## config.mk

```make
export PLATFORM = sky130hd
export DESIGN_NAME = icnt_filtered_counter
export DESIGN_NICKNAME = d
export VERILOG_FILES = /design/src/rtl/icnt_pkg.sv /design/src/rtl/icnt_filter_reg.sv /design/src/rtl/icnt_ctx_gate.sv /design/src/rtl/icnt_counter.sv /design/src/rtl/icnt_filtered_counter.sv
export SDC_FILE = /design/constraint.sdc
export NUM_CORES = 1
export LEC_CHECK = 0
export ABC_AREA = 0
export CAP_MARGIN = 0
export CORE_AREA = 2 2 108 110
export DETAILED_ROUTE_END_ITERATION = 16
export DIE_AREA = 0 0 110 112
export GPL_TIMING_DRIVEN = 0
export PLACE_DENSITY_LB_ADDON = 0.1
export SLEW_MARGIN = 40
export SYNTH_ARGS = -nofsm -noshare
export SYNTH_HDL_FRONTEND = slang
export SYNTH_SLANG_ARGS = --single-unit
```

## constraint.sdc

```tcl
create_clock -name clk -period 2.8 [get_ports clk]
set_clock_uncertainty 0.1 [all_clocks]
set_input_delay 0.28 -clock clk [delete_from_list [all_inputs] [get_ports clk]]
set_output_delay 0.28 -clock clk [all_outputs]
set_load 0.01 [all_outputs]
```

## src/rtl/icnt_pkg.sv

```systemverilog
package icnt_pkg;

    localparam int REG_W = 64;

    // bit positions inside the filter image (software-visible layout)
    localparam int B_SYNC  = 58;
    localparam int B_K     = 31;
    localparam int B_U     = 30;
    localparam int B_NSK   = 29;
    localparam int B_NSU   = 28;
    localparam int B_H     = 27;
    localparam int B_M     = 26;
    localparam int B_SH    = 24;
    localparam int B_TXN   = 23;
    localparam int B_RLK   = 22;
    localparam int B_RLU   = 21;
    localparam int B_RLH   = 20;

    localparam logic [15:0]      EVT_CODE  = 16'h0008;
    localparam logic [REG_W-1:0] WR_MASK   = 64'h0400_0000_FDF0_0000;

    typedef enum logic [1:0] {
        WLD_SECURE = 2'd0,
        WLD_NONSEC = 2'd1,
        WLD_REALM  = 2'd2,
        WLD_RSVD   = 2'd3
    } icnt_world_e;

    typedef enum logic {
        SEL_FILTER  = 1'b0,
        SEL_COUNTER = 1'b1
    } icnt_sel_e;

    typedef struct packed {
        logic sync_mode;
        logic base_k;
        logic base_u;
        logic ns_k;
        logic ns_u;
        logic base_h;
        logic top_m;
        logic sec_h;
        logic txn_off;
        logic rl_k;
        logic rl_u;
        logic rl_h;
    } icnt_ctrl_t;

    typedef struct packed {
        logic [1:0]  priv;
        icnt_world_e world;
        logic        txn;
    } icnt_ctx_t;

    function automatic icnt_ctrl_t unpack_ctrl(input logic [REG_W-1:0] img);
        icnt_ctrl_t c;
        c.sync_mode = img[B_SYNC];
        c.base_k    = img[B_K];
        c.base_u    = img[B_U];
        c.ns_k      = img[B_NSK];
        c.ns_u      = img[B_NSU];
        c.base_h    = img[B_H];
        c.top_m     = img[B_M];
        c.sec_h     = img[B_SH];
        c.txn_off   = img[B_TXN];
        c.rl_k      = img[B_RLK];
        c.rl_u      = img[B_RLU];
        c.rl_h      = img[B_RLH];
        return c;
    endfunction

    function automatic logic [REG_W-1:0] pack_ctrl(input icnt_ctrl_t c);
        logic [REG_W-1:0] img;
        img          = '0;
        img[15:0]    = EVT_CODE;
        img[B_SYNC]  = c.sync_mode;
        img[B_K]     = c.base_k;
        img[B_U]     = c.base_u;
        img[B_NSK]   = c.ns_k;
        img[B_NSU]   = c.ns_u;
        img[B_H]     = c.base_h;
        img[B_M]     = c.top_m;
        img[B_SH]    = c.sec_h;
        img[B_TXN]   = c.txn_off;
        img[B_RLK]   = c.rl_k;
        img[B_RLU]   = c.rl_u;
        img[B_RLH]   = c.rl_h;
        return img;
    endfunction

    // level-0/1 rule: Secure uses the base bit directly; the other worlds
    // compare their modifier with the base
    function automatic logic low_level_drop(input logic base, input logic ns_mod,
                                            input logic rl_mod, input icnt_world_e w);
        logic d;
        case (w)
            WLD_SECURE: d = base;
            WLD_NONSEC: d = (ns_mod != base);
            WLD_REALM:  d = (rl_mod != base);
            default:    d = 1'b1;
        endcase
        return d;
    endfunction

    function automatic logic hyp_level_drop(input icnt_ctrl_t c, input icnt_world_e w);
        logic d;
        case (w)
            WLD_NONSEC: d = ~c.base_h;
            WLD_SECURE: d = (c.sec_h == c.base_h);
            WLD_REALM:  d = (c.rl_h == c.base_h);
            default:    d = 1'b1;
        endcase
        return d;
    endfunction

endpackage

```

## src/rtl/icnt_filter_reg.sv

```systemverilog
module icnt_filter_reg
    import icnt_pkg::*;
(
    input  logic             clk,
    input  logic             rst,
    input  logic             wr_en,
    input  logic [REG_W-1:0] wdata,
    output icnt_ctrl_t       ctrl,
    output logic [REG_W-1:0] rd_img
);

    icnt_ctrl_t       ctrl_q;
    logic [REG_W-1:0] wr_masked;

    assign wr_masked = wdata & WR_MASK;

    always_ff @(posedge clk) begin
        if (rst) begin
            ctrl_q <= '0;
        end else if (wr_en) begin
            ctrl_q <= unpack_ctrl(wr_masked);
        end
    end

    assign ctrl   = ctrl_q;
    assign rd_img = pack_ctrl(ctrl_q);

    AST_FILTER_RESERVED_ZERO: assert property (@(posedge clk) disable iff (rst)
        (rd_img & ~WR_MASK) == {48'h0, EVT_CODE}) else $error("reserved bits");

    AST_FILTER_WRITE_TAKES: assert property (@(posedge clk) disable iff (rst)
        wr_en |=> (rd_img & WR_MASK) == ($past(wdata) & WR_MASK)) else $error("write");

endmodule

```

## src/rtl/icnt_ctx_gate.sv

```systemverilog
module icnt_ctx_gate
    import icnt_pkg::*;
(
    input  icnt_ctrl_t ctrl,
    input  icnt_ctx_t  ctx,
    input  logic       retire,
    output logic       count_ok
);

    logic drop_lvl;
    logic drop_txn;

    always_comb begin
        case (ctx.priv)
            2'd0:    drop_lvl = low_level_drop(ctrl.base_u, ctrl.ns_u, ctrl.rl_u, ctx.world);
            2'd1:    drop_lvl = low_level_drop(ctrl.base_k, ctrl.ns_k, ctrl.rl_k, ctx.world);
            2'd2:    drop_lvl = hyp_level_drop(ctrl, ctx.world);
            default: drop_lvl = (ctrl.top_m != ctrl.base_k) || (ctx.world == WLD_RSVD);
        endcase
        drop_txn = ctrl.txn_off & ~ctx.txn;
    end

    assign count_ok = retire & ~drop_lvl & ~drop_txn;

endmodule

```

## src/rtl/icnt_counter.sv

```systemverilog
module icnt_counter #(
    parameter int CNT_W = 64
) (
    input  logic             clk,
    input  logic             rst,
    input  logic             inc,
    input  logic             load,
    input  logic [CNT_W-1:0] load_val,
    output logic [CNT_W-1:0] count,
    output logic             ovf
);

    localparam logic [CNT_W-1:0] ALL_ONES = '1;

    logic [CNT_W-1:0] cnt_q;
    logic             ovf_q;
    logic             wrap;

    assign wrap = inc & ~load & (cnt_q == ALL_ONES);

    always_ff @(posedge clk) begin
        if (rst) begin
            cnt_q <= '0;
            ovf_q <= 1'b0;
        end else begin
            if (load) begin
                cnt_q <= load_val;
            end else if (inc) begin
                cnt_q <= cnt_q + 1'b1;
            end
            if (wrap) begin
                ovf_q <= 1'b1;
            end
        end
    end

    assign count = cnt_q;
    assign ovf   = ovf_q;

    AST_STEP_ONE: assert property (@(posedge clk) disable iff (rst)
        (inc && !load && count != ALL_ONES) |=> count == $past(count) + 1'b1) else $error("step");

    AST_IDLE_HOLD: assert property (@(posedge clk) disable iff (rst)
        (!inc && !load) |=> $stable(count)) else $error("idle");

    AST_LOAD_WINS: assert property (@(posedge clk) disable iff (rst)
        load |=> count == $past(load_val)) else $error("load");

    AST_WRAP_FLAG: assert property (@(posedge clk) disable iff (rst)
        (inc && !load && count == ALL_ONES) |=> (count == '0 && ovf)) else $error("wrap");

    AST_FLAG_STICKY: assert property (@(posedge clk) disable iff (rst)
        ovf |=> ovf) else $error("sticky");

endmodule

```

## src/rtl/icnt_filtered_counter.sv

```systemverilog
module icnt_filtered_counter
    import icnt_pkg::*;
#(
    parameter int CNT_W = 64
) (
    input  logic        clk,
    input  logic        rst,
    input  logic        retire,
    input  logic [1:0]  priv_lvl,
    input  logic [1:0]  world,
    input  logic        in_txn,
    input  logic        reg_wr,
    input  logic        reg_sel,
    input  logic [63:0] reg_wdata,
    output logic [63:0] reg_rdata,
    output logic        ovf_flag
);

    localparam int PAD_W = REG_W - CNT_W;

    icnt_ctrl_t       ctrl;
    icnt_ctx_t        ctx;
    logic [REG_W-1:0] filt_img;
    logic [CNT_W-1:0] count;
    logic             count_ok;
    logic             wr_filt;
    logic             wr_cnt;

    assign wr_filt   = reg_wr & (reg_sel == SEL_FILTER);
    assign wr_cnt    = reg_wr & (reg_sel == SEL_COUNTER);
    assign ctx.priv  = priv_lvl;
    assign ctx.world = icnt_world_e'(world);
    assign ctx.txn   = in_txn;

    icnt_filter_reg u_filt (
        .clk    (clk),
        .rst    (rst),
        .wr_en  (wr_filt),
        .wdata  (reg_wdata),
        .ctrl   (ctrl),
        .rd_img (filt_img)
    );

    icnt_ctx_gate u_gate (
        .ctrl     (ctrl),
        .ctx      (ctx),
        .retire   (retire),
        .count_ok (count_ok)
    );

    icnt_counter #(.CNT_W(CNT_W)) u_cnt (
        .clk      (clk),
        .rst      (rst),
        .inc      (count_ok),
        .load     (wr_cnt),
        .load_val (reg_wdata[CNT_W-1:0]),
        .count    (count),
        .ovf      (ovf_flag)
    );

    generate
        if (PAD_W > 0) begin : g_pad
            assign reg_rdata = (reg_sel == SEL_COUNTER) ? {{PAD_W{1'b0}}, count} : filt_img;
        end else begin : g_nopad
            assign reg_rdata = (reg_sel == SEL_COUNTER) ? count : filt_img;
        end
    endgenerate

    AST_EVT_FIELD: assert property (@(posedge clk) disable iff (rst)
        (reg_sel == 1'b0) |-> reg_rdata[15:0] == 16'h0008) else $error("evt");

    AST_NS_HYP_BLOCKED: assert property (@(posedge clk) disable iff (rst)
        (retire && priv_lvl == 2'd2 && world == 2'd1 && !reg_rdata[27] && reg_sel == 1'b0 && !reg_wr)
        |=> $stable(count)) else $error("ns lvl2");

    AST_RSVD_WORLD_BLOCKED: assert property (@(posedge clk) disable iff (rst)
        (world == 2'd3 && !reg_wr) |=> $stable(count)) else $error("rsvd world");

endmodule

```

# --- Yosys cells after proc, flatten, opt, wreduce, memory -nomap -nowiden ---
# Cells that the tools add are included.
totals:
  ff_bits: 77
  inputBits: 74
  out_inout_bits: 65
  wordCells: 52
op_classes:
  n_addsub: 1
  eq_ne: 13
  muxes: 7
  bitwise_logic: 13
  n_reduce_logical: 4
ops:
  columns: ["operator", "count"]
  rows:
  - ["$mux 64", 3]
  - ["$add 64x1->64 const B", 1]
  - ["$eq 64x64->1 const B", 1]
  - ["$pmux 1 s3", 4]
  - ["$and 1x1->1", 7]
  - ["$eq 2x2->1 const B", 3]
  - ["$not 1->1", 6]
  - ["$ne 1x1->1", 5]
  - ["$eq 2x1->1 const B", 2]
  - ["$logic_not 2->1", 2]
  - ["$eq 1x1->1", 2]
  - ["$reduce_bool 2->1", 1]
  - ["$logic_or 1x1->1", 1]

# --- Depth between registers and ports, before layout ---
# Gate-level depths: netlist (run 1).
logic_depth:
  word_depth: 8
  ltp_mapped: 10
  depth_no_buf: 9

# --- By module ---
# A second synthesis (run 1) with hierarchy kept.
hier_totals:
  cells_unflattened: 725
  hier_area_um2: 6094.6
modules_own_cells:
  columns: ["mod", "instances", "cells_each", "area_per_inst_um2", "seq_area_each_um2"]
  rows:
  - ["icnt_counter", 1, 516, 4008.8, 1301.2]
  - ["icnt_filtered_counter", 1, 73, 942.2, 0.0]
  - ["icnt_filter_reg", 1, 104, 908.4, 240.2]
  - ["icnt_ctx_gate", 1, 32, 235.2, 0.0]

# --- Worst setup path before layout (run 1) ---
# No wires, ideal clock.
synth_path:
  path_kind: "register -> register"
  from: "register u_cnt.cnt_q[20] (netlist: u_cnt.count[20])"
  to: "register u_cnt.cnt_q[63] (netlist: u_cnt.count[63])"
  setup_ps: 71
  arrival_time_ps: 2680
  required_time_ps: 2629
  setup_slack_ps: -51
  path_stages_with_launch: 11
  period_less_slack_ps: 2851
  cell_sequence: "dfxtp_1 -> nand3_2 -> or3_1 -> buf_6 -> or4_4 -> buf_6 -> or3_1 -> buf_6 -> or4_1 -> mux2i_1 -> o2bb2ai_1"
synth_via:
  elab_chain_len: 3
synth_rtl:
  columns: ["element", "line", "rtl"]
  rows:
  - ["from (decl)", "icnt_counter.sv:15", "logic [CNT_W-1:0] cnt_q;"]
  - ["from (signal assigned)", "icnt_counter.sv:27", "cnt_q <= load_val;"]
  - ["from (signal assigned)", "icnt_counter.sv:29", "cnt_q <= cnt_q + 1'b1;"]
  - ["$add 64x1->64", "icnt_counter.sv:29", null]
  - ["$mux 64", "icnt_counter.sv:28", "end else if (inc) begin"]
  - ["$mux 64", "icnt_counter.sv:26", "if (load) begin"]
# No other way between the ends. The select of a mux whose other input is x is not followed.
# A chain may end at the register's enable or synchronous reset.

# --- Worst setup path after layout (run 1) ---
layout_path:
  from: "register u_cnt.cnt_q[9] (netlist: u_cnt.count[9])"
  to: "register u_cnt.cnt_q[63] (netlist: u_cnt.count[63])"
# Same word-level chain as after synthesis.

==> results by stage, run 1 <==
Status:
- The flow ran to the end, and the final reports show no timing, DRC or antenna violations.

Power:
- The switching component of the power is 0.809 mW.
- Combinational logic burns 19.0% of the power.
- The highest ir drop seen on vdd is 0.289 mV.
- Net switching is 26.9% of the power.
- The share of total power dissipated in sequential elements is 41.5%.
- The design draws 3.01 mW.
- The static power due to leakage is 2.42 nW.
- Internal power comes to 2.20 mW.
- The share of total power in the clock network is 39.5%.
- For this design the ratio of total power to cell area is 426 nW/um2.

Run:
- The max capacitance violation total is 0.

Floorplanning:
- Once the floorplan was initialized, standard cells occupied 42.1% of the core.
- Pin placement for this block handled 139 I/O pins.
- The overall die area is 12300 um2.
- The total number of placement rows is 39.
- After floorplanning, the core was sized to cover 11200 um2.
- The horizontal die dimension is 110 um.
- Measured along the y axis, the die boundary spans 112 um.

Critical path:
- The largest stage delay on the critical path is 0.52 ns.
- The end of the worst register-to-register path is u_cnt.count[63].
- The kind of cell adding the most delay to the critical path is simple AND/OR/NAND/NOR gates.
- The worst-case reg-to-reg path depth is 8.
- Together, buffers and inverters on the worst path number 1.
- The signal arrival time at the worst endpoint is 2.92 ns.
- The worst-path cell with the longest stage delay is sky130_fd_sc_hd__or4_4.
- The most critical setup path has its endpoint at u_cnt.count[63].
- Counting buffers and inverters, the worst setup path is 8 cells deep.
- The critical path in this run is classified as register to register.
- The critical path starts at u_cnt.count[9].
- Setup slack on the worst reg-to-reg path comes out at 0.04 ns.
- The highest net fanout along the worst path is 5.
- In this run the critical register-to-register path is launched from u_cnt.count[9].
- The signal on the critical path passes through and4_4 -> nand4_1 -> buf_4 -> or4_4 -> or3_4 -> or4_1 -> mux2i_1 -> o2bb2ai_1.
- The endpoint required time on the critical path is 2.96 ns.
- The worst setup path is captured at a register.
- The critical path launch point type is a register.

Synth:
- sky130_fd_sc_hd__dfxtp_1 is the most common cell in the netlist.
- Yosys printed 0 warnings.
- Sorting the synthesized cells by how often they occur yields 77 x sky130_fd_sc_hd__dfxtp_1, 66 x sky130_fd_sc_hd__nor2_1, 52 x sky130_fd_sc_hd__and2_1.
- The count of flip-flops with a built-in enable after synthesis is 0.
- The area fraction of the dominant cell type after synthesis is 32.8%.
- By area the synthesized netlist is led by sky130_fd_sc_hd__dfxtp_1 33%, sky130_fd_sc_hd__xnor2_1 7.6%, sky130_fd_sc_hd__a211oi_1 7.5%.
- The synthesized cell area is 4700 um2.
- The share of synthesized area occupied by flip-flops and latches is 32.8%.
- Of all cell types, the one taking the most synthesized area is sky130_fd_sc_hd__dfxtp_1.
- Counting flops with an async set or reset pin after synthesis yields a share of 0%.
- The number of library cell types mapped by synthesis is 47.
- The number of storage elements in the synthesis netlist is 77.
- Synthesis produced a netlist whose cell count is 600.
- The flip-flop cell with the highest count after synthesis is sky130_fd_sc_hd__dfxtp_1.
- The per-instance average area after synthesis is 7.83 um2.
- The number of nets in the synthesized netlist is 680.

Timing:
- The ratio of final minimum period to clock period is 98.6%.
- The transition time at the pin with the least slew margin is 0.668 ns.
- Setup repair after global routing could not meet its margin everywhere.
- The final hold violation count is 0.
- The remaining max-slew budget at the tightest pin is 55.4%.
- The final number of max-transition violations is 0.
- The count of final setup violators is 0.
- The highest clock frequency the design can meet is 362 MHz.
- Subtracting the final worst setup slack from the clock period gives 2.76 ns.

Detailed routing:
- The routed design has 16.1 mm of wire.
- The total via count after detailed routing is 5157.
- Using the TritonRoute via totals, the vias-per-cell ratio works out to 5.64.
- The number of detailed-route iterations in the first pass is 5.
- For this block, the initial DRC count from the detailed router was 332.
- In the routed design, unresolved DRC markers number 0.
- The routed wirelength normalized by instance count is 17.7 um.
- The post-route antenna net violation count is 0.

Clocking:
- The CTS H-tree depth is 3.
- The clock tree from TritonCTS is built.
- The number of sinks on the clock net is 77.
- The insertion delay of the later-clocked pin in the worst-skew pair is 0.34 ns.
- Counting the buffers created by CTS gives 9.
- The count of hold-fix buffers inserted at cts is 0.
- The root buffer cell is sky130_fd_sc_hd__clkbuf_16.
- In this run the deepest clock path goes through 2 buffers.
- Clock-pin slew was measured on the worst setup and hold paths at 0.06 ns.

Finish:
- The filler-free cell count of the finished design is 914.
- The fraction of the core area covered by cells at the end of the flow is 63.2%.
- The layout has 1012 filler cells.
- In the final design database the tool counted 847 nets.
- Relative to the synthesized area, the layout overhead comes to 50.2%.
- The diode insertion count for antenna repair is 0.
- Of the cells placed in the final design, the portion with a size suffix greater than 1 is 14.7%.

GRT:
- Entering global routing, the biggest net connects 12 pins.
- The final global-route overflow total is 0.
- The number of global-route vias before repair was 4999.
- The wire length of the first global-routing pass is 25.2 mm.
- The global router's overall resource usage is 26.2%.
- The initial antenna violation count came to 0.

Placement:
- The port buffer count is 137.
- Including well taps, the total number of placed cells is 880.
- Routability-driven placement finished with a final weighted congestion of 0.925.
- Detailed placement ended at an HPWL of 11.3 mm.

Min path:
- The type of the tightest min-delay check is register to register.
## worst reg2reg max path: cells and delay by family (launching register included)
| family | cells | cell delay [ns] |
|---|---|---|
| compound gates | 1 | 0.12 |
| buf+inv | 1 | 0.19 |
| mux | 1 | 0.14 |
| simple gates | 5 | 1.78 |
| flops | 1 | 0.35 |
## cell families (layout without fill, tap and decap cells)
group	after synthesis	count (layout)	share of synthesized area (%)
XOR/XNOR	51	51	9.50
AO/OA/AOI/OAI	108	108	16.0
multiplexers	14	14	3.22
buffers and inverters	60	231	5.30
adder cells (fa/ha/maj)	6	6	1.60
AND/OR/NAND/NOR	284	284	31.5
flip-flops	77	77	32.8
## timing repair
item,CTS,global route
buffers inserted,12,11
gates cloned,0,0
setup endpoints to repair,64,62
pin swaps,9,21
resized for setup,43,49
## power by group through the flow
stage	registers, mW	clock network (mW)	logic [mW]
after floorplan	1.25	0	0.262
after global routing	1.26	1.25	0.616
after detailed placement	1.27	0	0.528
after global placement	1.26	0	0.521
final	1.25	1.19	0.571
after CTS	1.24	1.19	0.549
## area by class of cell
type / instances / area (um2) / area share, %
Inverter: 20 / 75.1 / 1.06
Clock buffer: 14 / 264 / 3.74
Buffer: 37 / 166 / 2.36
Timing Repair Buffer: 159 / 1550 / 21.9
Sequential cell: 77 / 1570 / 22.2
Multi-Input combinational cell: 463 / 3230 / 45.7
Tap cell: 143 / 179 / 2.53
Clock inverter: 1 / 30.0 / 0.425
## worst min-delay path by stage
stage / from / end / cells after the start
global route: u_filt.ctrl[11] / u_filt.ctrl[11] / 2
CTS: u_filt.ctrl[3] / u_filt.ctrl[3] / 2
global placement: u_filt.ctrl[11] / u_filt.ctrl[11] / 2
detailed placement: u_filt.ctrl[3] / u_filt.ctrl[3] / 2
floorplan: reg_wdata[54] / u_cnt.count[54] / 1
finish: u_filt.ctrl[3] / u_filt.ctrl[3] / 2
## through the flow
step	setup TNS (ns)	hold WS (ns)	setup slack (ns)	area [um2]
finish	0	0.369	0.0394	7060
global route	-0.0551	0.388	-0.0317	7060
CTS	-0.0618	0.371	-0.0431	6810
detailed placement	-43.62	0.363	-1.05	6260
global placement	-38.29	0.345	-0.910	6250
floorplan	0	0.305	0.000553	4700
## sequential cells by signal (all words and copies together), names as in the netlist
signal,flops
u_filt.ctrl,12
u_cnt.ovf,1
u_cnt.count,64
## layer usage
metal | vias up | routed length, um | track usage (%)
met4 | 0 | 305 | 8.19
met3 | 27 | 1280 | 4.45
met1 | 2447 | 6830 | 35.1
li1 | 2463 | - | -
met2 | 220 | 7730 | 42.6
met5 | - | 0 | 0
## cells in the final DEF, fill, tap and decap left out, types with 2 or more instances in the layout
cell	Yosys	routed
sky130_fd_sc_hd__clkdlybuf4s50_1	0	134
sky130_fd_sc_hd__nor2_1	66	66
sky130_fd_sc_hd__dfxtp_1	77	63
sky130_fd_sc_hd__and2_1	52	52
sky130_fd_sc_hd__nand2_1	51	51
sky130_fd_sc_hd__a211oi_1	47	47
sky130_fd_sc_hd__xnor2_1	41	41
sky130_fd_sc_hd__clkbuf_1	35	32
sky130_fd_sc_hd__nand3_1	25	22
sky130_fd_sc_hd__inv_1	20	19
sky130_fd_sc_hd__buf_4	0	19
sky130_fd_sc_hd__a21oi_1	17	17
sky130_fd_sc_hd__o21ai_0	18	17
sky130_fd_sc_hd__nor3_1	26	15
sky130_fd_sc_hd__nand4_1	12	12
sky130_fd_sc_hd__nor3_2	1	10
sky130_fd_sc_hd__or3_1	13	10
sky130_fd_sc_hd__xor2_1	10	10
sky130_fd_sc_hd__dfxtp_2	0	10
sky130_fd_sc_hd__a311oi_1	11	9
sky130_fd_sc_hd__mux2_2	9	9
sky130_fd_sc_hd__clkbuf_16	0	9
sky130_fd_sc_hd__nor4_4	1	7
sky130_fd_sc_hd__and3_1	7	6
sky130_fd_sc_hd__nor4_2	3	6
sky130_fd_sc_hd__nor4_1	14	5
sky130_fd_sc_hd__a22o_1	5	5
sky130_fd_sc_hd__mux2i_1	5	4
sky130_fd_sc_hd__or3_4	0	4
sky130_fd_sc_hd__dfxtp_4	0	4
sky130_fd_sc_hd__buf_2	1	3
sky130_fd_sc_hd__nand3_2	1	3
sky130_fd_sc_hd__clkbuf_2	0	3
sky130_fd_sc_hd__buf_6	3	3
sky130_fd_sc_hd__ha_1	6	3
sky130_fd_sc_hd__nor3_4	0	2
sky130_fd_sc_hd__nand2b_1	2	2
sky130_fd_sc_hd__a2111oi_1	0	2
sky130_fd_sc_hd__ha_4	0	2
sky130_fd_sc_hd__clkbuf_8	0	2
(Power assumes the default switching activity.)
==> run 2, diff against run 1 <==
CTS_CLUSTER_SIZE = 40   (was unset)
==> results of run 2 <==
The final DEF is identical to that of run 1; final timing and power are the same.
==> run 3, diff against run 2 <==
CTS_BUF_LIST = sky130_fd_sc_hd__clkbuf_16   (was unset)
CTS_CLUSTER_SIZE = 25   (was 40)
==> results by stage, run 3 (synthesized netlist as in run 1, its figures left out) <==
Detailed routing:
- The total routed wirelength is 16.1 mm (about the same).
- The number of detailed-route iterations in the first pass is 5 (unchanged).
- The post-route antenna net violation count was 0 (unchanged).
- The routed wirelength normalized by instance count was 17.6 um (-0.20%).
- The detailed-route DRC error count came to 0 (unchanged).
- The total via count after detailed routing is 5176 (+0.37%).
- The initial DRC count is 330 (-0.60%).
- The average via count per standard cell is 5.66 (+0.26%).

Placement:
- The placer congestion estimate is 0.925 (unchanged).
- The cell count after placement was 880 (unchanged).
- The detailed placer's ending HPWL is 11.3 mm (unchanged).
- The placement-stage cell area came to 6260 um2 (unchanged).
- The worst setup timing slack at the placement stage is -1.05 ns (unchanged).
- The port buffer count is 137 (unchanged).

Critical path:
- The worst setup path is of the register to register kind.
- The capturing element type of the critical path is a register.
- The endpoint required time on the critical path came to 2.96 ns (about the same).
- The startpoint identified for the worst register-to-register timing path is u_cnt.count[6].
- The worst-path cell with the longest stage delay is sky130_fd_sc_hd__or4_4.
- The worst-case reg-to-reg path depth is 8 (unchanged).
- The largest stage delay on the critical path is 0.53 ns (about the same).
- The critical path launch point type is a register.
- The setup slack of the worst register-to-register path is 0.04 ns (about the same).
- The signal arrival time at the worst endpoint is 2.93 ns (about the same).
- Among cell families on the critical path, the largest total delay comes from simple AND/OR/NAND/NOR gates.
- The critical path goes through and4_4 -> nand4_1 -> buf_4 -> or4_4 -> or3_4 -> or4_1 -> mux2i_1 -> o2bb2ai_1.
- The buffers plus inverters on the worst setup path was 1 (unchanged).
- The highest net fanout along the worst path is 5 (unchanged).
- The end of the worst register-to-register path is u_cnt.count[63].

Clocking:
- The number of clock buffers inserted by TritonCTS came to 9 (unchanged).
- The count of hold-fix buffers inserted at cts is 0 (unchanged).
- The clock slew seen by the registers of the worst setup and hold paths is 0.06 ns (about the same).
- The number of sinks on the clock net was 77 (unchanged).
- The root buffer cell is sky130_fd_sc_hd__clkbuf_16.
- The CTS H-tree depth is 3 (unchanged).
- The insertion delay of the later-clocked pin in the worst-skew pair was 0.34 ns (about the same).
- The maximum count of clock buffers along a single path is 2 (unchanged).
- The clock tree from TritonCTS is built.

Finish:
- The number of nets in the finished design is 848 (+0.12%).
- In the layout the commonest cells are 134 x sky130_fd_sc_hd__clkdlybuf4s50_1, 66 x sky130_fd_sc_hd__nor2_1, 63 x sky130_fd_sc_hd__dfxtp_1, 52 x sky130_fd_sc_hd__and2_1, 51 x sky130_fd_sc_hd__nand2_1.
- The cell area after layout is 7040 um2 (-0.32%).
- The growth of design area from synthesis to finish is 49.8%.
- The number of filler instances in the final layout is 1019 (+0.69%).
- The area of the multi-input gates came to 3220 um2 (-0.39%).
- The flip-flop count of the largest register after layout is 64 (unchanged).
- The fraction of the core area covered by cells at the end of the flow is 63.0% (-0.20 points).
- The library cell used most frequently in the layout, excluding fill and tap cells, is sky130_fd_sc_hd__clkdlybuf4s50_1.
- The filler-free cell count of the finished design came to 915 (+0.11%).
- The fraction of layout cells with a size suffix above 1 is 14.4% (-0.28 points).
- The diode insertion count for antenna repair is 0 (unchanged).
- The register area came to 1570 um2 (+0.16%).

Floorplanning:
- The horizontal die dimension is 110 um (unchanged).
- The height of the die is 112 um (unchanged).
- The core box area came to 11200 um2 (unchanged).
- The total number of placement rows is 39 (unchanged).
- The overall die area came to 12300 um2 (unchanged).
- The initial standard-cell utilization of the core is 42.1% (unchanged).
- The total I/O pin count is 139 (unchanged).

GRT:
- The initial antenna violation count is 0 (unchanged).
- The number of global-route vias before repair was 5020 (+0.42%).
- The pin count of the biggest net entering global routing is 12 (unchanged).
- The wire length of the first global-routing pass came to 25.3 mm (+0.11%).
- The global router's overall resource usage came to 26.2% (about the same).
- The final global-route overflow total is 0 (unchanged).

Timing:
- The minimum setup slack in the final design is 0.0352 ns (-0.00422 ns).
- Setup repair after global routing could not meet its margin everywhere.
- The transition time at the pin with the least slew margin was 0.679 ns (+0.0103 ns).
- The highest clock frequency the design can meet is 362 MHz (-0.15%).
- The post-route minimum period is 2.76 ns (+0.00422 ns).
- The final number of max-transition violations is 0 (unchanged).
- The remaining max-slew budget at the tightest pin is 54.3% (-1.1 points).
- The worst slack on hold paths is 0.368 ns (-0.0000890 ns).
- The final hold violation count was 0 (unchanged).
- The ratio of final minimum period to clock period came to 98.7% (+0.15 points).
- The count of final setup violators is 0 (unchanged).
- The setup TNS is 0 ns (unchanged).

Status:
- The flow ran to the end, and the final reports show no timing, DRC or antenna violations.

Power:
- The total power divided by cell area is 417 nW/um2 (-2.2%).
- The final total power was 2.93 mW (-2.5%).
- The highest ir drop seen on vdd was 0.289 mV (+0.20%).
- The static power due to leakage is 2.42 nW (about the same).

Run:
- The max capacitance violation total is 0 (unchanged).

Min path:
- The worst hold path belongs to the class register to register.
- The worst hold path depth was 2 (unchanged).
- The worst hold path begins at u_filt.ctrl[3].
- The worst hold path terminates at u_filt.ctrl[3].
==> run 3: cell types whose count changed in the layout (fill, tap and decap cells not counted), moves of 2 or more <==
cell                       delta
sky130_fd_sc_hd__clkbuf_1     -3
sky130_fd_sc_hd__clkbuf_8     -2
sky130_fd_sc_hd__clkinv_1     +2
sky130_fd_sc_hd__inv_1        +3
sky130_fd_sc_hd__nor3_1       +2
sky130_fd_sc_hd__nor3_2       -2
==> run 3: worst max-delay path by stage <==
| stage | from | endpoint | slack, ns | cells after the start |
|---|---|---|---|---|
| 5_1_grt | u_cnt.count[2] | u_cnt.count[63] | -0.03 | 7 |
| 2_1_floorplan | u_cnt.count[20] | u_cnt.count[63] | 0.0006 | 10 |
| 3_3_place_gp | world[0] | u_cnt.count[60] | -0.91 | 11 |
| 4_1_cts | u_cnt.count[22] | u_cnt.count[63] | -0.04 | 9 |
| 3_5_place_dp | world[0] | u_cnt.count[60] | -1.05 | 11 |
| 6_report | u_cnt.count[6] | u_cnt.count[63] | 0.04 | 8 |
==> run 3: worst min-delay path, stage by stage, from the launching register on <==
cell and delay [ns]:
sky130_fd_sc_hd__dfxtp_1 0.31, sky130_fd_sc_hd__nand2_1 0.05, sky130_fd_sc_hd__a21oi_1 0.06
==> run 3: what timing repair did <==
| action | 4_1_cts | 5_1_grt |
|---|---|---|
| endpoints found under the hold margin | 0 | 0 |
| gates resized for setup | 43 | 48 |
| setup endpoints to repair | 64 | 62 |
| setup buffers | 12 | 12 |
| pin swaps | 9 | 21 |
==> run 3: final cells by class <==
| cell class | count | share of cell area [%] |
|---|---|---|
| Multi-Input combinational cell | 463 | 45.7 |
| Sequential cell | 77 | 22.3 |
| Timing Repair Buffer | 160 | 22.1 |
| Clock buffer | 9 | 3.20 |
| Tap cell | 143 | 2.54 |
| Buffer | 37 | 2.36 |
| Inverter | 20 | 1.07 |
| Clock inverter | 6 | 0.693 |
==> run 3: where the power goes <==
| group | total [mW] | switching, mW | internal (mW) |
|---|---|---|---|
| sequential | 1.25 | 0.0830 | 1.17 |
| combinational | 0.572 | 0.275 | 0.297 |
| clock | 1.11 | 0.443 | 0.669 |
| total | 2.93 | 0.800 | 2.13 |
==> run 3: layer usage <==
layer | up-vias | wire length [um] | GRT usage [%]
met5 | - | 0 | 0
met4 | 0 | 389 | 8.95
met3 | 36 | 1280 | 4.57
met2 | 234 | 7730 | 42.5
met1 | 2440 | 6730 | 34.8
li1 | 2466 | - | -
